**src/rtl/acc_crc_pkg.sv**
```systemverilog
// Shared widths and generator polynomials for the accessory checksum unit.
// Assumes polynomials are given without their leading (implicit) term.
package acc_crc_pkg;
    localparam int BLK_W      = 11;     // block number width
    localparam int ACRC_W     = 5;      // address CRC width
    localparam logic [4:0] ACRC_POLY = 5'h15;
    localparam int DCRC_W     = 8;      // payload CRC width
    localparam logic [7:0] DCRC_POLY = 8'h85;
    localparam int BYTE_W     = 8;      // payload beat width
endpackage

```
**src/rtl/acc_addr_crc.sv**
```systemverilog
// Address encoder: packs a block number above its CRC.
// Unrolls every shift step into one combinational chain and registers the word.
// Assumes the result is needed one cycle after the request.
module acc_addr_crc #(
    parameter int          BLK_W  = 11,
    parameter int          CRC_W  = 5,
    parameter logic [CRC_W-1:0] POLY = 5'h15
) (
    input  logic                   clk,
    input  logic                   rst_n,
    input  logic                   req_valid,
    input  logic [BLK_W-1:0]       req_block,
    output logic                   rsp_done,
    output logic [BLK_W+CRC_W-1:0] rsp_word
);
    localparam int MSG_W = BLK_W + CRC_W;

    logic [MSG_W-1:0] msg;
    logic [CRC_W-1:0] chain [MSG_W+1];

    // message: block number MSB first followed by CRC_W zero bits
    assign msg      = {req_block, {CRC_W{1'b0}}};
    assign chain[0] = '0;

    for (genvar i = 0; i < MSG_W; i++) begin : g_step
        // one shift of the division register with conditional polynomial xor
        assign chain[i+1] = {chain[i][CRC_W-2:0], msg[MSG_W-1-i]}
                          ^ (chain[i][CRC_W-1] ? POLY : {CRC_W{1'b0}});
    end

    // register the packed word and the done pulse
    always_ff @(posedge clk) begin
        if (!rst_n) begin
            rsp_done <= 1'b0;
            rsp_word <= '0;
        end else begin
            rsp_done <= req_valid;
            if (req_valid)
                rsp_word <= {req_block, chain[MSG_W]};
        end
    end

    AST_ADDR_DONE_PULSE: assert property (@(posedge clk) disable iff (!rst_n)
        rsp_done == $past(req_valid));
    AST_ADDR_BLOCK_FIELD: assert property (@(posedge clk) disable iff (!rst_n)
        rsp_done |-> rsp_word[MSG_W-1:CRC_W] == $past(req_block));
    AST_ADDR_ZERO_BLOCK: assert property (@(posedge clk) disable iff (!rst_n)
        (rsp_done && $past(req_block) == '0) |-> rsp_word == '0);
    AST_ADDR_HOLD: assert property (@(posedge clk) disable iff (!rst_n)
        !$past(req_valid) |-> $stable(rsp_word));
endmodule

```
**src/rtl/acc_data_crc.sv**
```systemverilog
// Payload checksum engine: takes one byte per beat and unrolls 8 bit steps per clock.
// On the last beat it stores the running remainder.
// On the next edge it shifts in the 8 zero bits of augmentation, inverts the result
// if the accessory was absent, and pulses done.
// Assumes start and last qualify only beats with valid high.
module acc_data_crc #(
    parameter int          CRC_W  = 8,
    parameter int          BYTE_W = 8,
    parameter logic [CRC_W-1:0] POLY = 8'h85
) (
    input  logic              clk,
    input  logic              rst_n,
    input  logic              beat_valid,
    input  logic              beat_start,
    input  logic              beat_last,
    input  logic [BYTE_W-1:0] beat_byte,
    input  logic              absent,
    output logic              rsp_done,
    output logic [CRC_W-1:0]  rsp_crc
);
    logic             active_q;
    logic             pend_q;
    logic             inv_q;
    logic [CRC_W-1:0] crc_q;
    logic             accept;
    logic [CRC_W-1:0] seed;
    logic [CRC_W-1:0] mix [BYTE_W+1];
    logic [CRC_W-1:0] aug [CRC_W+1];

    // a beat counts only inside an open payload or when it opens one
    assign accept = beat_valid && (beat_start || active_q);
    // a start flag discards any earlier state
    assign seed   = beat_start ? {CRC_W{1'b0}} : crc_q;

    assign mix[0] = seed;
    for (genvar i = 0; i < BYTE_W; i++) begin : g_mix
        // feed one payload bit, MSB first
        assign mix[i+1] = {mix[i][CRC_W-2:0], beat_byte[BYTE_W-1-i]}
                        ^ (mix[i][CRC_W-1] ? POLY : {CRC_W{1'b0}});
    end

    assign aug[0] = crc_q;
    for (genvar j = 0; j < CRC_W; j++) begin : g_aug
        // feed one zero bit of augmentation
        assign aug[j+1] = {aug[j][CRC_W-2:0], 1'b0}
                        ^ (aug[j][CRC_W-1] ? POLY : {CRC_W{1'b0}});
    end

    // running remainder, payload framing and the finishing pulse
    always_ff @(posedge clk) begin
        if (!rst_n) begin
            active_q <= 1'b0;
            pend_q   <= 1'b0;
            inv_q    <= 1'b0;
            crc_q    <= '0;
            rsp_done <= 1'b0;
            rsp_crc  <= '0;
        end else begin
            rsp_done <= pend_q;
            if (pend_q)
                rsp_crc <= aug[CRC_W] ^ {CRC_W{inv_q}};
            if (accept) begin
                crc_q    <= mix[BYTE_W];
                active_q <= !beat_last;
                pend_q   <= beat_last;
                inv_q    <= absent;
            end else begin
                pend_q   <= 1'b0;
            end
        end
    end

    AST_DATA_DONE_AFTER_LAST: assert property (@(posedge clk) disable iff (!rst_n)
        rsp_done == $past(beat_valid && beat_last && (beat_start || active_q), 2));
    AST_DATA_STRAY_BEAT: assert property (@(posedge clk) disable iff (!rst_n)
        (beat_valid && !beat_start && !active_q) |=> !pend_q);
    AST_DATA_HOLD: assert property (@(posedge clk) disable iff (!rst_n)
        !rsp_done |-> $stable(rsp_crc));
    AST_DATA_START_OPENS: assert property (@(posedge clk) disable iff (!rst_n)
        (beat_valid && beat_start && !beat_last) |=> active_q);
endmodule

```
**src/rtl/acc_crc_top.sv**
```systemverilog
// Accessory slot checksum unit: an address encoder and a payload CRC engine
// that share clock and reset and are otherwise independent.
module acc_crc_top
    import acc_crc_pkg::*;
#(
    parameter int B_W = BLK_W,
    parameter int A_W = ACRC_W,
    parameter int D_W = DCRC_W,
    parameter int P_W = BYTE_W
) (
    input  logic           clk,
    input  logic           rst_n,
    input  logic           addr_req_valid,
    input  logic [B_W-1:0] addr_req_block,
    output logic           addr_rsp_done,
    output logic [B_W+A_W-1:0] addr_rsp_word,
    input  logic           data_beat_valid,
    input  logic           data_beat_start,
    input  logic           data_beat_last,
    input  logic [P_W-1:0] data_beat_byte,
    input  logic           acc_absent,
    output logic           data_rsp_done,
    output logic [D_W-1:0] data_rsp_crc
);
    acc_addr_crc #(.BLK_W(B_W), .CRC_W(A_W), .POLY(A_W'(ACRC_POLY))) u_addr (
        .clk       (clk),
        .rst_n     (rst_n),
        .req_valid (addr_req_valid),
        .req_block (addr_req_block),
        .rsp_done  (addr_rsp_done),
        .rsp_word  (addr_rsp_word)
    );

    acc_data_crc #(.CRC_W(D_W), .BYTE_W(P_W), .POLY(D_W'(DCRC_POLY))) u_data (
        .clk        (clk),
        .rst_n      (rst_n),
        .beat_valid (data_beat_valid),
        .beat_start (data_beat_start),
        .beat_last  (data_beat_last),
        .beat_byte  (data_beat_byte),
        .absent     (acc_absent),
        .rsp_done   (data_rsp_done),
        .rsp_crc    (data_rsp_crc)
    );

    AST_RESET_QUIET: assert property (@(posedge clk)
        !rst_n |=> (!addr_rsp_done && !data_rsp_done));
endmodule

```
**config.mk**
```make
export PLATFORM = sky130hd
export DESIGN_NAME = acc_crc_top
export DESIGN_NICKNAME = d
export VERILOG_FILES = /design/src/rtl/acc_crc_pkg.sv /design/src/rtl/acc_addr_crc.sv /design/src/rtl/acc_data_crc.sv /design/src/rtl/acc_crc_top.sv
export SDC_FILE = /design/constraint.sdc
export NUM_CORES = 1
export LEC_CHECK = 0
export ABC_AREA = 1
export BUFFER_PORTS_ARGS = -buffer_cell sky130_fd_sc_hd__clkbuf_2
export CAP_MARGIN = 25
export CORE_MARGIN = 3
export CORE_UTILIZATION = 54
export DETAILED_ROUTE_END_ITERATION = 10
export GPL_TIMING_DRIVEN = 0
export PLACE_DENSITY = 0.89
export SYNTH_ARGS = -nofsm -noshare
export SYNTH_HDL_FRONTEND = slang
export SYNTH_SLANG_ARGS = --single-unit
```
**constraint.sdc**
```tcl
create_clock -name clk -period 2 [get_ports clk]
set_input_delay 0.4 -clock clk [delete_from_list [all_inputs] [get_ports clk]]
set_output_delay 0.4 -clock clk [all_outputs]
set_load 0.01 [all_outputs]
```
After elaboration in Yosys (flattened, before gate mapping)
Cells that the tools add are included.
Operators by class
  $add $sub $neg: 0
  multiply operators: 0
  div/mod/pow operators: 0
  $lt $le $gt $ge: 0
  equal/unequal tests: 0
  shifts and indexed selects: 0
  multiplexer cells: 28
  bitwise logic cells: 28
  reductions and logical operators: 4
Operators by type and width (number)
  $mux 8: 17
  $xor 8x8->8: 17
  $mux 5: 11
  $xor 5x5->5: 11
  $reduce_and 2->1: 1
  $logic_and 1x1->1: 1
  $logic_not 1->1: 1
  $logic_or 1x1->1: 1
Storage, ports and cells
  register bits after elaboration: 37
  latch bits: 0
  RAM bits: 0
  ROM bits: 0
  input port bits: 26
  output and inout port bits: 26
  word-level logic and storage cells: 68
  memories kept: 0

Depth between registers and ports, before layout
  depth in word-level cells: 22
  depth in mapped cells: 18
  mapped depth without buffers: 18

By module
A second synthesis with hierarchy kept.
Unflattened totals
  cells, all modules: 365
  area, all modules: 2418.6 um^2
Modules (own cells, without submodules)
  acc_data_crc: times used 1, cells an instance 192, area each 1265.0 um^2, sequential area each 400.4 um^2
  acc_addr_crc: times used 1, cells an instance 173, area each 1153.6 um^2, sequential area each 340.3 um^2

Worst setup path after synthesis
Ideal clock, no wire load.
  kind: input -> register
  start point: input addr_req_block[7]
  end point: register u_addr.rsp_word[4]
  library setup time: 0.109 ns
  data arrival time: 1.645 ns
  required time: 1.891 ns
  path slack: 0.246 ns
  cell stages on the path: 14
  buffers on the path: 0
  cell sequence: inv_2 > nand2_1 > nand2_2 > inv_1 > nand2_4 > nand3_2 > nand2_4 > xor2_1 > nand3_2 > nand2_2 > xor2_1 > nand2_1 > nand2_1 > inv_1
Between the ends
  word-level cells in the longest chain between the ends: 19
Ends and longest elaborated chain
  start, declared: RTL line acc_crc_top.sv:14  | input logic [B_W-1:0] addr_req_block,
  $xor 5x5->5 (*) (3 in a row): RTL line acc_addr_crc.sv:28  | ^ (chain[i][CRC_W-1] ? POLY : {CRC_W{1'b0}});
  $mux 5 (*): RTL line acc_addr_crc.sv:28
  $xor 5x5->5 (*): RTL line acc_addr_crc.sv:28
  $mux 5: RTL line acc_addr_crc.sv:28
  $xor 5x5->5 (*): RTL line acc_addr_crc.sv:28
  $mux 5: RTL line acc_addr_crc.sv:28
  $xor 5x5->5 (*): RTL line acc_addr_crc.sv:28
  $mux 5: RTL line acc_addr_crc.sv:28
  $xor 5x5->5 (*): RTL line acc_addr_crc.sv:28
  $mux 5: RTL line acc_addr_crc.sv:28
  $xor 5x5->5 (*): RTL line acc_addr_crc.sv:28
  $mux 5: RTL line acc_addr_crc.sv:28
  $xor 5x5->5 (*): RTL line acc_addr_crc.sv:28
  $mux 5: RTL line acc_addr_crc.sv:28
  $xor 5x5->5 (*): RTL line acc_addr_crc.sv:28
  $mux 5: RTL line acc_addr_crc.sv:28
  $xor 5x5->5 (*): RTL line acc_addr_crc.sv:28
  end signal, assigned: RTL line acc_addr_crc.sv:39  | rsp_word <= {req_block, chain[MSG_W]};
  end, declared: RTL line acc_addr_crc.sv:14  | output logic [BLK_W+CRC_W-1:0] rsp_word
Every way passes the cells marked *; elsewhere a longest branch is shown, timed or not.
A chain may end at the register's enable or synchronous reset.

Worst setup path after layout
  start point: register u_data.crc_q[7]
  end point: register u_data.rsp_crc[7]
Between the ends
  word-level cells in the longest chain between the ends: 17
Ends and longest elaborated chain
  start, declared: RTL line acc_data_crc.sv:24  | logic [CRC_W-1:0] crc_q;
  start signal, assigned: RTL line acc_data_crc.sv:63  | crc_q <= mix[BYTE_W];
  $mux 8 (*): RTL line acc_data_crc.sv:46  | ^ (aug[j][CRC_W-1] ? POLY : {CRC_W{1'b0}});
  $xor 8x8->8 (*): RTL line acc_data_crc.sv:46
  $mux 8: RTL line acc_data_crc.sv:46
  $xor 8x8->8 (*): RTL line acc_data_crc.sv:46
  $mux 8: RTL line acc_data_crc.sv:46
  $xor 8x8->8 (*): RTL line acc_data_crc.sv:46
  $mux 8: RTL line acc_data_crc.sv:46
  $xor 8x8->8 (*): RTL line acc_data_crc.sv:46
  $mux 8: RTL line acc_data_crc.sv:46
  $xor 8x8->8 (*): RTL line acc_data_crc.sv:46
  $mux 8: RTL line acc_data_crc.sv:46
  $xor 8x8->8 (*): RTL line acc_data_crc.sv:46
  $mux 8: RTL line acc_data_crc.sv:46
  $xor 8x8->8 (*): RTL line acc_data_crc.sv:46
  $mux 8: RTL line acc_data_crc.sv:46
  $xor 8x8->8 (*): RTL line acc_data_crc.sv:46
  $xor 8x8->8 (*): RTL line acc_data_crc.sv:61  | rsp_crc <= aug[CRC_W] ^ {CRC_W{inv_q}};
  end signal, assigned: RTL line acc_data_crc.sv:61
  end, declared: RTL line acc_data_crc.sv:19  | output logic [CRC_W-1:0] rsp_crc
Marked as above.

==> reports/results.tsv <==
stage	metric	value	unit
finish	fin_area	0.002626	mm2
detailed_routing	drt-pass1-iter-count	4	
die	rows	22	
die	core_area	0.003826	mm2
synth	syn-num-nets	346	
clocking	postCtsSetupBuffers	0	
critical_path	arrival	1990	ps
detailed_routing	dr_total_vias	2124	
pwr	p_comb_share	36.4	%
critical_path	worstSetupPathType	reg2reg	
die	initial_core_util	58.27	%
die	pin_count	52	
detailed_routing	drc	0	
clocking	hold_buffers	0	
synth	syn-instance-count	320	
die	fp.dieW	70.26	um
critical_path	start_kind	flop	
pwr	ir_drop	624.2	uV
pwr	p_total	2151	uW
clocking	clock_path_buffers	2	
sta	fmax	557.5	MHz
sta	relSlewSlack	59.13	%
clocking	h-tree-depth	2	
global_routing	antenna_found_initial	0	
pwr	clkPwrFrac	24.6	%
synth	netlist_area	0.002230	mm2
global_routing	grt_start_max_net_pins	11	
clocking	cts_buffers	5	
critical_path	crit_fanout	5	
run	cap_violations	0	
critical_path	rrSetupSlack	210	ps
global_routing	grt_usage	21.43	%
clocking	cts.repair.resized	0	
synth	ys_seq_area_share	33.22	%
finish	multi_input_comb_area	0.001254	mm2
finish	register_area	740.7	um2
detailed_routing	wl_per_cell	11.63	um
pwr	power_leakage	0.001446	uW
sta	skew	3.108	ps
synth	ys_warn_count	0	
sta	final-hold-violation-count	0	
finish	final_layout_size_suffix_gt1_share	27.32	%
finish	area_growth	17.79	%
place	dp_hpwl	3881	um
clocking	tritoncts	done	
place	globalplace.congestion	0.9063	
outcome	status	finished, final reports clean	
sta	rsz0062_at_grt	false	
finish	final.fill_count	364	
clocking	cts_sinks	37	
synth	synth_cell_types	28	
sta	setup_violations	0	
sta	max_slew.worst_pin.slew	606.7	ps
global_routing	grt_pass1_vias	1940	
die	die_area	0.004936	mm2
pwr	p_sw	781.9	uW
finish	antennaDiodeCount	0	
die	die_y	70.26	um
clocking	clk_latency	290	ps
sta	holdWs	299.0	ps
hold_path	hold_path_class	in2reg	
place	dp_cells	418	
detailed_routing	drtIter0Drc	111	
global_routing	globalRouteOverflowTotal	0	
synth	post_synth.cell_area_avg	6.968	um2
detailed_routing	wirelength	4942	um
synth	yosys_register_bits	37	
sta	drv_slew	0	
finish	finalNonFillerCells	425	
pwr	pwr-share-seq	39.0	%
pwr	swShare	36.35	%
sta	period_share	89.68	%
pwr	p_per_area	819.0	mW/mm2
detailed_routing	final_antenna_net_count	0	
finish	nNetsFinal	403	
clocking	clock-root-buffer	clkbuf_8	
finish	utilization	68.64	%
critical_path	cp-end-kind	flop	
critical_path	worstPathRequired	2200	ps
place	port-buffer-count	50	
pwr	p_int	1369	uW
clocking	path_clk_slew	70	ps
detailed_routing	viasPerCell	4.998	
place	placed_area	0.002540	mm2
global_routing	grt_pass1_wl	8452	um
sta	fin_crit	1794	ps
Yosys cell counts:
library cell	n	area, um2
xor2_2	1	16.27
clkbuf_1	8	30.03
xor2_1	16	140.1
inv_2	9	33.78
nand3_2	7	70.07
o211ai_1	4	30.03
nor2_2	1	6.260
xnor2_2	3	48.80
o221ai_1	4	35.03
clkinv_2	1	5.000
dfxtp_1	37	740.7
o21ai_0	27	135.1
or2_2	2	12.51
inv_1	42	157.7
clkinv_1	1	3.750
nand2_2	14	87.58
o211ai_2	1	12.51
or2_4	1	8.760
xnor2_1	4	35.03
nand3_1	20	100.1
nand2_1	65	244.0
nand2_4	6	67.56
o21ai_1	1	5.000
nor2_1	21	78.83
buf_2	1	5.000
a21oi_1	19	95.09
nand3b_1	2	15.01
nor3_1	2	10.01
placed cells by master (no fill, tap or decap):
master / synthesis / layout
nand3_1: 20 / 20
xnor2_1: 4 / 4
clkinv_2: 1 / 1
a21oi_1: 19 / 19
xnor2_2: 3 / 3
or2_2: 2 / 2
nand2_4: 6 / 6
nor3_1: 2 / 2
o21ai_1: 1 / 1
clkbuf_8: 0 / 6
dfxtp_1: 37 / 37
nand3b_1: 2 / 2
nor2_1: 21 / 21
clkbuf_2: 0 / 50
xor2_2: 1 / 1
o211ai_2: 1 / 1
inv_1: 42 / 42
o221ai_1: 4 / 4
nand2_2: 14 / 14
xor2_1: 16 / 16
o211ai_1: 4 / 4
nor2_2: 1 / 1
clkinv_1: 1 / 1
or2_4: 1 / 1
clkbuf_1: 8 / 9
o21ai_0: 27 / 27
buf_2: 1 / 1
nand3_2: 7 / 7
nand2_1: 65 / 65
inv_2: 9 / 9
stage by stage:
stage | worst slack [ps] | TNS [ps]
floorplan | 246.2 | 0
global placement | -16.82 | -16.82
detailed placement | -78.94 | -147.8
CTS | 210.3 | 0
global route | 4.592 | 0
finish | 206.3 | 0
power by group through the flow:
stage                     Combinational [uW]  Sequential [uW]  Clock, uW
after global placement                   747              854          0
after CTS                                781              840        547
after global routing                     882              848        581
final                                    783              840        529
after detailed placement                 778              857          0
after floorplan                          578              872          0
flip-flops by register name, summed over array words and instances, names as in the netlist:
name	count
u_addr.rsp_done	1
u_addr.rsp_word	16
u_data.active_q	1
u_data.crc_q	8
u_data.inv_q	1
u_data.pend_q	1
u_data.rsp_crc	8
u_data.rsp_done	1
logic make-up after synthesis:
family	share of synthesized area (%)
AOI/OAI and AO/OA	14.03
xor gates and xnor gates	10.77
buffers and inverters	10.55
and+or+nand+nor	31.43
DFF	33.22
worst max-delay path, stage by stage (launching register included):
cell	delay, ps
dfxtp_1	350
xnor2_2	300
xor2_1	230
or2_4	160
nand2_2	60
nand2_1	70
nand2_1	70
nand2_1	70
nand2_2	60
a21oi_1	120
o21ai_1	90
nand2_1	70
inv_1	30
area by class of cell:
cell class / count / area share, %
buffer: 9 / 1.334
clock buffer: 7 / 3.287
timing repair buffer: 50 / 9.528
sequential: 37 / 28.20
inverter: 53 / 7.623
multi-input combinational: 221 / 47.74
tap: 48 / 2.287
metal layers:
layer | wire [um] | GRT usage [%]
met2 | 2167 | 33.58
met4 | 108 | 9.362
met5 | 0 | 0
met1 | 2343 | 27.25
met3 | 322 | 6.043
worst paths after layout:
kind                      startpoint  cells past startpoint                 end
setup reg to reg     u_data.crc_q[7]                     12   u_data.rsp_crc[7]
hold / removal        data_beat_last                      2     u_data.active_q
setup / recovery     u_data.crc_q[7]                     12   u_data.rsp_crc[7]
hold reg to reg   u_addr.rsp_word[1]                      2  u_addr.rsp_word[1]
Power figures use the tool's default switching activity.
